## src/rtl/rx_pkg.sv

```systemverilog
package rx_pkg;
  parameter int BYTE_W = 8;
  localparam int CNT_W = $clog2(BYTE_W);

  // strobes from control to datapath
  typedef struct packed {
    logic clear;  // receiver idle: hold shifter at zero
    logic shift;  // take one serial bit
    logic load;   // final bit: publish the byte
  } rxStrobe_t;
endpackage

```

## src/rtl/rx_sync.sv

```systemverilog
module rx_sync #(
  parameter int W = 1,
  parameter logic [W-1:0] RST_VAL = '0
) (
  input  logic         clk,
  input  logic         rstN,
  input  logic [W-1:0] asyncIn,
  output logic [W-1:0] syncOut
);
  logic [W-1:0] stage1;

  always_ff @(posedge clk or negedge rstN) begin
    if (!rstN) begin
      stage1  <= RST_VAL;
      syncOut <= RST_VAL;
    end else begin
      stage1  <= asyncIn;
      syncOut <= stage1;
    end
  end
endmodule

```

## src/rtl/rx_ctrl.sv

```systemverilog
module rx_ctrl
  import rx_pkg::*;
(
  input  logic       clk,
  input  logic       rstN,
  input  logic       sclS,
  input  logic       selNS,
  input  logic       selPS,
  output rxStrobe_t  strb
);
  localparam logic [CNT_W-1:0] LAST = CNT_W'(BYTE_W - 1);

  logic             sclPrev;
  logic             active;
  logic             sclRise;
  logic [CNT_W-1:0] bitCnt;

  assign active  = ~selNS & selPS;
  assign sclRise = sclS & ~sclPrev;

  always_ff @(posedge clk or negedge rstN) begin
    if (!rstN) begin
      sclPrev <= 1'b0;
      bitCnt  <= '0;
    end else begin
      sclPrev <= sclS;
      if (!active)
        bitCnt <= '0;
      else if (sclRise)
        bitCnt <= (bitCnt == LAST) ? '0 : bitCnt + CNT_W'(1);
    end
  end

  always_comb begin
    strb.clear = ~active;
    strb.shift = active & sclRise;
    strb.load  = active & sclRise & (bitCnt == LAST);
  end

  AST_IDLE_CLEARS_COUNT: assert property (@(posedge clk) disable iff (!rstN)
    !active |=> bitCnt == '0) else $error("count not cleared while idle");
  AST_COUNT_ADVANCES: assert property (@(posedge clk) disable iff (!rstN)
    (active && sclRise && bitCnt != LAST) |=> bitCnt == $past(bitCnt) + CNT_W'(1))
    else $error("bit count did not advance");
  AST_COUNT_WRAPS: assert property (@(posedge clk) disable iff (!rstN)
    (active && sclRise && bitCnt == LAST) |=> bitCnt == '0)
    else $error("bit count did not wrap");
endmodule

```

## src/rtl/rx_dpath.sv

```systemverilog
module rx_dpath
  import rx_pkg::*;
(
  input  logic              clk,
  input  logic              rstN,
  input  rxStrobe_t         strb,
  input  logic              datS,
  input  logic              dcS,
  output logic              byteValid,
  output logic [BYTE_W-1:0] byteData,
  output logic              isData
);
  logic [BYTE_W-1:0] shReg;
  logic [BYTE_W-1:0] nextWord;

  assign nextWord = {shReg[BYTE_W-2:0], datS};

  always_ff @(posedge clk or negedge rstN) begin
    if (!rstN) begin
      shReg     <= '0;
      byteValid <= 1'b0;
      byteData  <= '0;
      isData    <= 1'b0;
    end else begin
      byteValid <= strb.load;
      if (strb.clear)
        shReg <= '0;
      else if (strb.shift)
        shReg <= nextWord;
      if (strb.load) begin
        byteData <= nextWord;
        isData   <= dcS;
      end
    end
  end

  AST_STROBE_SINGLE: assert property (@(posedge clk) disable iff (!rstN)
    byteValid |=> !byteValid) else $error("strobe wider than one cycle");
  AST_SHIFTER_IDLE_ZERO: assert property (@(posedge clk) disable iff (!rstN)
    strb.clear |=> shReg == '0) else $error("shifter not cleared");
  AST_DATA_HELD: assert property (@(posedge clk) disable iff (!rstN)
    !byteValid |-> $stable(byteData)) else $error("byte changed without strobe");
  AST_FLAG_HELD: assert property (@(posedge clk) disable iff (!rstN)
    !byteValid |-> $stable(isData)) else $error("flag changed without strobe");
endmodule

```

## src/rtl/serial_byte_rx.sv

```systemverilog
module serial_byte_rx
  import rx_pkg::*;
(
  input  logic       clk,
  input  logic       rstN,
  input  logic       selN,
  input  logic       selP,
  input  logic       serClk,
  input  logic       serDat,
  input  logic       dcSel,
  output logic       byteValid,
  output logic [7:0] byteData,
  output logic       isData
);
  logic [4:0] syncd;
  rxStrobe_t  strb;

  // bit order: serClk, serDat, dcSel, selN, selP; selN resets deasserted
  rx_sync #(.W(5), .RST_VAL(5'b00010)) u_sync (
    .clk     (clk),
    .rstN    (rstN),
    .asyncIn ({serClk, serDat, dcSel, selN, selP}),
    .syncOut (syncd)
  );

  rx_ctrl u_ctrl (
    .clk   (clk),
    .rstN  (rstN),
    .sclS  (syncd[4]),
    .selNS (syncd[1]),
    .selPS (syncd[0]),
    .strb  (strb)
  );

  rx_dpath u_dpath (
    .clk       (clk),
    .rstN      (rstN),
    .strb      (strb),
    .datS      (syncd[3]),
    .dcS       (syncd[2]),
    .byteValid (byteValid),
    .byteData  (byteData),
    .isData    (isData)
  );
endmodule

```

## config.mk

```make
export PLATFORM = sky130hd
export DESIGN_NAME = serial_byte_rx
export DESIGN_NICKNAME = d
export VERILOG_FILES = /design/src/rtl/rx_pkg.sv /design/src/rtl/rx_sync.sv /design/src/rtl/rx_ctrl.sv /design/src/rtl/rx_dpath.sv /design/src/rtl/serial_byte_rx.sv
export SDC_FILE = /design/constraint.sdc
export NUM_CORES = 1
export LEC_CHECK = 0
export CORE_MARGIN = 8
export CORE_UTILIZATION = 54
export DETAILED_ROUTE_END_ITERATION = 6
export GPL_TIMING_DRIVEN = 0
export PLACE_DENSITY = 0.87
export SYNTH_ARGS = -nofsm -noshare
export SYNTH_HDL_FRONTEND = slang
export SYNTH_SLANG_ARGS = --single-unit
export TNS_END_PERCENT = 5
```

## constraint.sdc

```tcl
create_clock -name clk -period 2.25 [get_ports clk]
set_input_delay 0.5625 -clock clk [delete_from_list [all_inputs] [get_ports clk]]
set_output_delay 0.5625 -clock clk [all_outputs]
set_load 0.1 [all_outputs]
```

==> impl_metrics.tcl, run 1 <==
set metrics [dict create \
    std_cell_rows 16 \
    tritoncts "yes" \
    clk_pin_slew_ns 0.09 \
    grt-ovfl-total 0 \
    clock_sinks 31 \
    die_area_sq_um 3600 \
    grt_antenna_before_repair 0 \
    power.internal_uw 765 \
    synth.area.top_cells "dfrtp_1 (69%), mux2_2 (9.7%), a22o_1 (8.4%)" \
    fin_setup_tns_ns 0 \
    whs_ns 0.259 \
    swShare_pct 19.5 \
    layout_common_cells "dfrtp_1 (29), a22o_1 (10), dlygate4sd2_1 (10)" \
    wire_per_inst_um 14.0 \
    cts_hold_buf 0 \
    endpoint_kind "output pin" \
    critical-path-slowest-cell "dlygate4sd2_1" \
    core-area_sq_um 1900 \
    post_cts_buffers 0 \
    pre_cts_ws_ns 0.128 \
    drv_cap 0 \
    cts_buffers 5 \
    path_cells "dlygate4sd2_1" \
    crit_fanout 2 \
    postRouteAntennaNets 0 \
    dieWidth_um 60.0 \
    multiInputGateArea_sq_um 260 \
    required_ns 1.69 \
    num_antenna_cells 0 \
    max_freq_ghz 0.470 \
    hold_viol 0 \
    setup_viol 0 \
    port_buffers 16 \
    setup_ws_ns 0.122 \
    path_delay_family "buffers and inverters" \
    synth_nets 68 \
    startpoint_type "flop" \
    viasPerCell 5.18 \
    io-pin-count 17 \
    area_growth_pct 23.4 \
    clock-skew-final_ns 0.00588 \
    pwr-share-clk_pct 36.7 \
    slowest_delay_ns 0.88 \
    drt-total-wl_um 1540 \
    seqPwrFrac_pct 60.4 \
    start_util_pct 55.1 \
    die_h_um 60.0 \
    hp-class "input pin to asynchronous set/reset pin" \
    slew_viol_final 0 \
    worstPathArrival_ns 1.57 \
    grt_pass1_vias 610 \
    cts_buffer_depth 2 \
    rsz0062_at_grt "false" \
    power_density_nw_per_um2 735 \
    layout-drive-gt1-share_pct 26.5 \
    tightest_slew_ns 0.984 \
    grt_max_degree 32 \
    fillerInstances 141 \
    synth_top_cell_by_area "dfrtp_1" \
    synth_top_cell_area_share_pct 69.3 \
    pwr-share-comb_pct 2.9 \
    netlist_instances 59 \
    seqCellArea_sq_um 778 \
    ctsResizeCount 10 \
    relSlewSlack_pct 34.7 \
    drt_first_pass_iters 2 \
    synth.distinct_cells 12 \
    p_leak_uw 0.000702 \
    final.min_clock_period_ns 2.13 \
    ir_worst_vdd_uv 499 \
    status "completed" \
    final_nets 91 \
    synth_seq_cells 31 \
    cts-root-buf "clkbuf_4" \
    synth_area_sq_um 1050 \
    yosysWarnings 0 \
    final_common_cell "dfrtp_1" \
    place.gp.congestion 0.713 \
    crit_buf_inv 1 \
    drt_iter0_drc 10 \
    avgSynthCellArea_sq_um 17.8 \
    ctsHtreeMaxLevel 2 \
    drc 0 \
    grt.total_usage_pct 10.4 \
    p_switching_uw 185 \
    period_share_pct 94.6 \
    ys_seq_area_share_pct 74.3 \
    grt_first_pass_wirelength_um 2620 \
    crit_type "flop to output pin" \
    vias 570 \
    clk_latency_ns 0.32 \
]
## logic make-up after synthesis
logic type | Yosys count | share of synthesized area [%]
adder cells (fa/ha/maj) | 2 | 2.39
AO/OA/AOI/OAI | 10 | 8.36
flip-flops | 31 | 74.3
AND/OR/NAND/NOR | 5 | 4.42
multiplexers | 9 | 9.68
buffers and inverters | 2 | 0.836
## synthesized netlist by cell type (all sizes together)
cell and instances:
a22o 10, and4bb 1, buf 1, dfrtp 29, dfstp 2, ha 2
inv 1, mux2 9, nand2 1, nor2 1, nor2b 1, nor3b 1
## registers in the layout (all words and copies together) (netlist names)
register	count
u_dpath.isData	1
u_dpath.shReg	7
u_ctrl.sclPrev	1
u_sync.syncOut	5
u_dpath.byteValid	1
u_dpath.byteData	8
u_ctrl.bitCnt	3
u_sync.stage1	5
## worst paths after layout
kind | from | to | slack (ns) | depth (start not counted)
max in group asynchronous | rstN | u_sync.stage1[4] | 1.57 | 1
min in group clk | u_sync.stage1[2] | u_sync.syncOut[2] | 0.35 | 0
setup / recovery | u_dpath.byteData[3] | byteData[3] | 0.12 | 1
hold reg to reg | u_sync.stage1[2] | u_sync.syncOut[2] | 0.35 | 0
setup reg to reg | u_ctrl.bitCnt[0] | u_dpath.byteData[4] | 0.78 | 4
hold / removal | rstN | u_dpath.byteValid | 0.26 | 1
## routing by layer
layer  share of wire [%]  up-vias  track usage [%]
met4                 1.8        0             5.10
met3                 8.8        5             6.88
met5                   0        -                0
met1                  44      289             11.3
li1                    -      257                -
met2                  45       19             15.2
## area by class of cell
cell class / instances / share of cell area [%]
clock buffers: 8 / 5.32
inverters: 1 / 0.290
plain buffers: 1 / 0.387
multi-input cells: 26 / 20.1
flip-flops and latches: 31 / 60.2
well taps: 27 / 2.61
repair buffers: 16 / 11.0
## power groups by stage
stage          logic (uW)  registers, uW  clock network, uW
2_1_floorplan        7.69            584                  0
3_3_place_gp         29.1            584                  0
3_5_place_dp         29.8            585                  0
4_1_cts              29.7            574                357
5_1_grt              31.3            575                387
6_report             27.6            574                348
## per-stage QoR
| step | area [sq um] | util [%] | std cells | total power [uW] |
|---|---|---|---|---|
| detailed placement | 1240 | 65.3 | 102 | 615 |
| global placement | 1240 | 65.3 | 102 | 613 |
| global route | 1290 | 68.0 | 110 | 993 |
| finish | 1290 | 68.0 | 110 | 949 |
| floorplan | 1050 | - | 59 | 591 |
| CTS | 1300 | 68.2 | 110 | 961 |
Note: power is estimated with default switching activity, not from simulation.
==> run 2, diff against run 1 <==
SETUP_SLACK_MARGIN = 0.4   (was not set)
==> run 2 against run 1 <==
Worst hold slack worse by 0.00093 ns; sequential share of layout area down 0.29 points; wire length about the same; via count up 1.1%; first-iteration DRC count down 10%; critical path type unchanged; largest power group unchanged.
==> impl_metrics.tcl, run 2 (synthesized netlist as in run 1, its figures left out) <==
set metrics [dict create \
    die_h_um 60.0 \
    area_growth_pct 24.0 \
    drv_cap 0 \
    grt-ovfl-total 0 \
    critical-path-slowest-cell "dlygate4sd2_1" \
    std_cell_rows 16 \
    port_buffers 16 \
    path_delay_family "buffers and inverters" \
    pre_cts_ws_ns 0.128 \
    path_cells "dlygate4sd2_1" \
    period_share_pct 92.1 \
    grt.total_usage_pct 10.4 \
    place_area_sq_um 1240 \
    setup_viol 0 \
    cts-root-buf "clkbuf_4" \
    fin_area_sq_um 1300 \
    dp_cells 102 \
    num_antenna_cells 0 \
    die_area_sq_um 3600 \
    rsz0062_at_grt "true" \
    slowest_delay_ns 0.85 \
    layout-drive-gt1-share_pct 28.9 \
    io-pin-count 17 \
    slew_viol_final 0 \
    grt_max_degree 32 \
    stdcell_count 110 \
    drt_first_pass_iters 4 \
    drt_iter0_drc 9 \
    postRouteAntennaNets 0 \
    layout_common_cells "dfrtp_1 (29), a22o_1 (10), mux2_2 (9)" \
    clk_latency_ns 0.32 \
    worstPathArrival_ns 1.51 \
    wire_per_inst_um 14.0 \
    ir_worst_vdd_uv 498 \
    clk_pin_slew_ns 0.09 \
    reg.largest.list "u_dpath.byteData: 8 flops, u_dpath.shReg: 7 flops" \
    grt_first_pass_wirelength_um 2620 \
    grt_antenna_before_repair 0 \
    final_common_cell "dfrtp_1" \
    largest_reg_flops 8 \
    viasPerCell 5.24 \
    crit_buf_inv 1 \
    cts_buffer_depth 2 \
    setup_ws_ns 0.178 \
    hp-class "input pin to asynchronous set/reset pin" \
    vias 576 \
    start_util_pct 55.1 \
    place.gp.congestion 0.713 \
    required_ns 1.69 \
    grt_pass1_vias 610 \
    tritoncts "yes" \
    relSlewSlack_pct 36.3 \
    crit_type "flop to output pin" \
    startpoint_type "flop" \
    dieWidth_um 60.0 \
    drc 0 \
    endpoint_kind "output pin" \
    max_freq_ghz 0.483 \
    final.min_clock_period_ns 2.07 \
    tightest_slew_ns 0.960 \
    drt-total-wl_um 1540 \
    clock_sinks 31 \
    whs_ns 0.258 \
    power_density_nw_per_um2 731 \
    top_register "u_dpath.byteData" \
    p_leak_uw 0.000672 \
    crit_fanout 2 \
    core-area_sq_um 1900 \
    ctsHtreeMaxLevel 2 \
    clock-skew-final_ns 0.00584 \
    fin_setup_tns_ns 0 \
    final_nets 91 \
    cts_buffers 5 \
    post_cts_buffers 0 \
    hold_viol 0 \
    status "completed" \
    fillerInstances 139 \
]
run 2: cell count changes in the layout (fill, tap and decap cells not counted):
cell	previous run	this run
clkdlybuf4s15_2	0	1
clkbuf_2	0	1
dlygate4sd2_1	10	2
clkdlybuf4s15_1	0	6
run 2: report_power, final:
group | total [uW] | internal [uW] | switching (uW)
registers | 574 | 569 | 4.58
logic | 27.5 | 11.9 | 15.6
clock network | 348 | 184 | 164
run 2: cell type report:
cell class              instances  area (sq um)  area share (%)
flip-flops and latches         31           778            59.9
multi-input cells              26           260            20.0
repair buffers                 16           149            11.5
clock buffers                   8          68.8            5.30
well taps                      27          33.8            2.60
plain buffers                   1          5.00           0.385
inverters                       1          3.75           0.289
run 2: path summary, 6_finish.rpt:
check,from,end,slack [ns],depth (start not counted)
min in group clk,u_sync.stage1[0],u_sync.syncOut[0],0.35,0
max,u_dpath.byteData[7],byteData[7],0.18,1
min,rstN,u_dpath.byteValid,0.26,1
max in group asynchronous,rstN,u_sync.stage1[4],1.58,1
max reg2reg,u_ctrl.bitCnt[0],u_dpath.byteData[4],0.78,4
min reg2reg,u_sync.stage1[0],u_sync.syncOut[0],0.35,0
run 2: repair_timing:
action,4_1_cts,5_1_grt
pin swaps,0,0
hold buffers,0,0
resized for setup,12,8
setup endpoints to repair,10,10
hold endpoints to repair,0,0
run 2: per-layer routing:
metal	routed length (um)	vias up	share of wire, %	track usage [%]
met1	679	295	44	11.3
met2	696	19	45	15.2
li1	-	257	-	-
met3	135	5	8.8	6.88
met4	27	0	1.8	5.10
met5	0	-	0	0
run 2: stage by stage:
stage	power (uW)	utilization, %
CTS	961	68.4
global route	993	68.3
finish	949	68.3
floorplan	591	-
detailed placement	615	65.3
global placement	613	65.3
==> run 3, diff against run 2 <==
CORE_UTILIZATION = 45   (was 54)
PLACE_DENSITY = 0.78   (was 0.87)
clock period = 1.8 ns   (was 2.25 ns; I/O delays follow)
==> run 3 against run 2 <==
Sequential share of layout area down 1.7 points; cell count rose by 1.8%; count of clock-buffer cells in the layout shrank 2; combinational power grew 39%; sequential power increased by 25%; largest power group unchanged; first-iteration DRC count up 44%; flip-flop and latch count unchanged; power rose by 21%; clock skew rose by 0.0026 ns.
==> impl_metrics.tcl, run 3 (synthesized netlist as in run 1, its figures left out) <==
set metrics [dict create \
    crit_fanout 5 \
    place.gp.congestion 0.657 \
    fillerInstances 174 \
    drt_iter0_drc 13 \
    slew_viol_final 0 \
    fin_util_pct 60.4 \
    largest_reg_flops 8 \
    area_growth_pct 27.6 \
    endpoint_kind "flop" \
    ctsHtreeMaxLevel 2 \
    grt_max_degree 32 \
    clk_latency_ns 0.32 \
    die_h_um 64.2 \
    viasPerCell 5.18 \
    relSlewSlack_pct 56.0 \
    clk_pin_slew_ns 0.09 \
    power_uw 1140 \
    ir_worst_vdd_uv 569 \
    power_density_nw_per_um2 857 \
    postRouteAntennaNets 0 \
    final_common_cell "dfrtp_1" \
    max_freq_ghz 0.718 \
    grt_first_pass_wirelength_um 2770 \
    drv_cap 0 \
    status "completed" \
    final.min_clock_period_ns 1.39 \
    hold_viol 0 \
    grt_antenna_before_repair 0 \
    rsz0062_at_grt "true" \
    dieWidth_um 64.2 \
    drt-total-wl_um 1760 \
    crit_type "flop to flop" \
    setup_viol 0 \
    reg.largest.list "u_dpath.byteData: 8 flops, u_dpath.shReg: 7 flops" \
    p_leak_uw 0.000694 \
    cts_hold_buf 0 \
    drt_first_pass_iters 4 \
    tightest_slew_ns 0.657 \
    startpoint_type "flop" \
    clock_sinks 31 \
    required_ns 2.01 \
    worstPathArrival_ns 1.60 \
    tritoncts "yes" \
    start_util_pct 47.3 \
    core-area_sq_um 2210 \
    io-pin-count 17 \
    clock-skew-final_ns 0.00849 \
    cts_buffers 5 \
    num_antenna_cells 0 \
    grt-ovfl-total 0 \
    std_cell_rows 17 \
    layout-drive-gt1-share_pct 42.9 \
    drc 0 \
    wire_per_inst_um 15.7 \
    layout_common_cells "dfrtp_1 (29), a22o_1 (10), mux2_2 (9)" \
    grt_pass1_vias 575 \
    die_area_sq_um 4130 \
    period_share_pct 77.4 \
    hp-class "input pin to asynchronous set/reset pin" \
    cts-root-buf "clkbuf_4" \
    vias 580 \
    top_register "u_dpath.byteData" \
    final_nets 93 \
    grt.total_usage_pct 9.00 \
    port_buffers 16 \
    cts_buffer_depth 2 \
]
-- run 3: changes by cell type in the layout (fill, tap and decap cells not counted), moves of 2 or more --
| cell | previous run | this run |
|---|---|---|
| buf_6 | 0 | 8 |
| clkdlybuf4s15_1 | 6 | 0 |
| buf_4 | 0 | 2 |
| dlygate4sd2_1 | 2 | 0 |
-- run 3: through the flow --
stage | cell area [sq um] | TNS (ns) | setup WS, ns | hold WS (ns) | std cells
global route | 1340 | 0 | 0.317 | 0.180 | 112
finish | 1340 | 0 | 0.408 | 0.145 | 112
floorplan | 1050 | 0 | 0.450 | 0.154 | 59
global placement | 1240 | -5.92 | -0.169 | 0.332 | 103
detailed placement | 1240 | -7.88 | -0.234 | 0.338 | 103
CTS | 1270 | 0 | 0.139 | 0.357 | 110
-- run 3: worst paths after layout --
check / start / depth (start not counted) / end / slack, ns
hold reg to reg: u_sync.stage1[0] / 0 / u_sync.syncOut[0] / 0.35
hold / removal: rstN / 1 / u_dpath.shReg[5] / 0.14
max in group asynchronous: rstN / 1 / u_sync.stage1[0] / 1.23
setup reg to reg: u_ctrl.bitCnt[0] / 4 / u_dpath.byteData[6] / 0.41
min in group clk: u_sync.stage1[0] / 0 / u_sync.syncOut[0] / 0.35
setup / recovery: u_ctrl.bitCnt[0] / 4 / u_dpath.byteData[6] / 0.41
-- run 3: worst max-delay path: stages (launching register included) --
cell     delay, ns
dfrtp_1       0.40
ha_1          0.20
ha_2          0.22
nand2_4       0.12
mux2_2        0.34
-- run 3: what timing repair did --
| item | CTS | global route |
|---|---|---|
| hold endpoints to repair | 0 | 0 |
| setup buffers | 0 | 1 |
| endpoints found under the setup margin | 50 | 29 |
| pin swaps | 0 | 2 |
| cloned | 0 | 1 |
| gates resized for setup | 54 | 31 |
-- run 3: final cells by class --
cell class                 instances  area, sq um  share of cell area [%]
buffer                             1         5.00                   0.375
tap                               28         35.0                    2.62
inverter                           1         3.75                   0.281
timing repair buffer              17          180                    13.5
clock inverter                     1         5.00                   0.375
sequential                        31          778                    58.2
multi-input combinational         27          278                    20.8
clock buffer                       6         51.3                    3.84
-- run 3: power by group --
| part | leakage (uW) | switching [uW] | internal, uW |
|---|---|---|---|
| clock | 0.0000341 | 209 | 180 |
| combinational | 0.000255 | 21.6 | 16.5 |
| sequential | 0.000405 | 5.71 | 711 |
-- run 3: routing by layer --
layer,vias to the layer above,wire [um],global-route usage [%],share of wire (%)
met4,0,46,5.72,2.6
met2,20,868,12.2,49
li1,262,-,-,-
met5,-,0,0,0
met1,293,728,9.89,41
met3,5,116,6.45,6.6
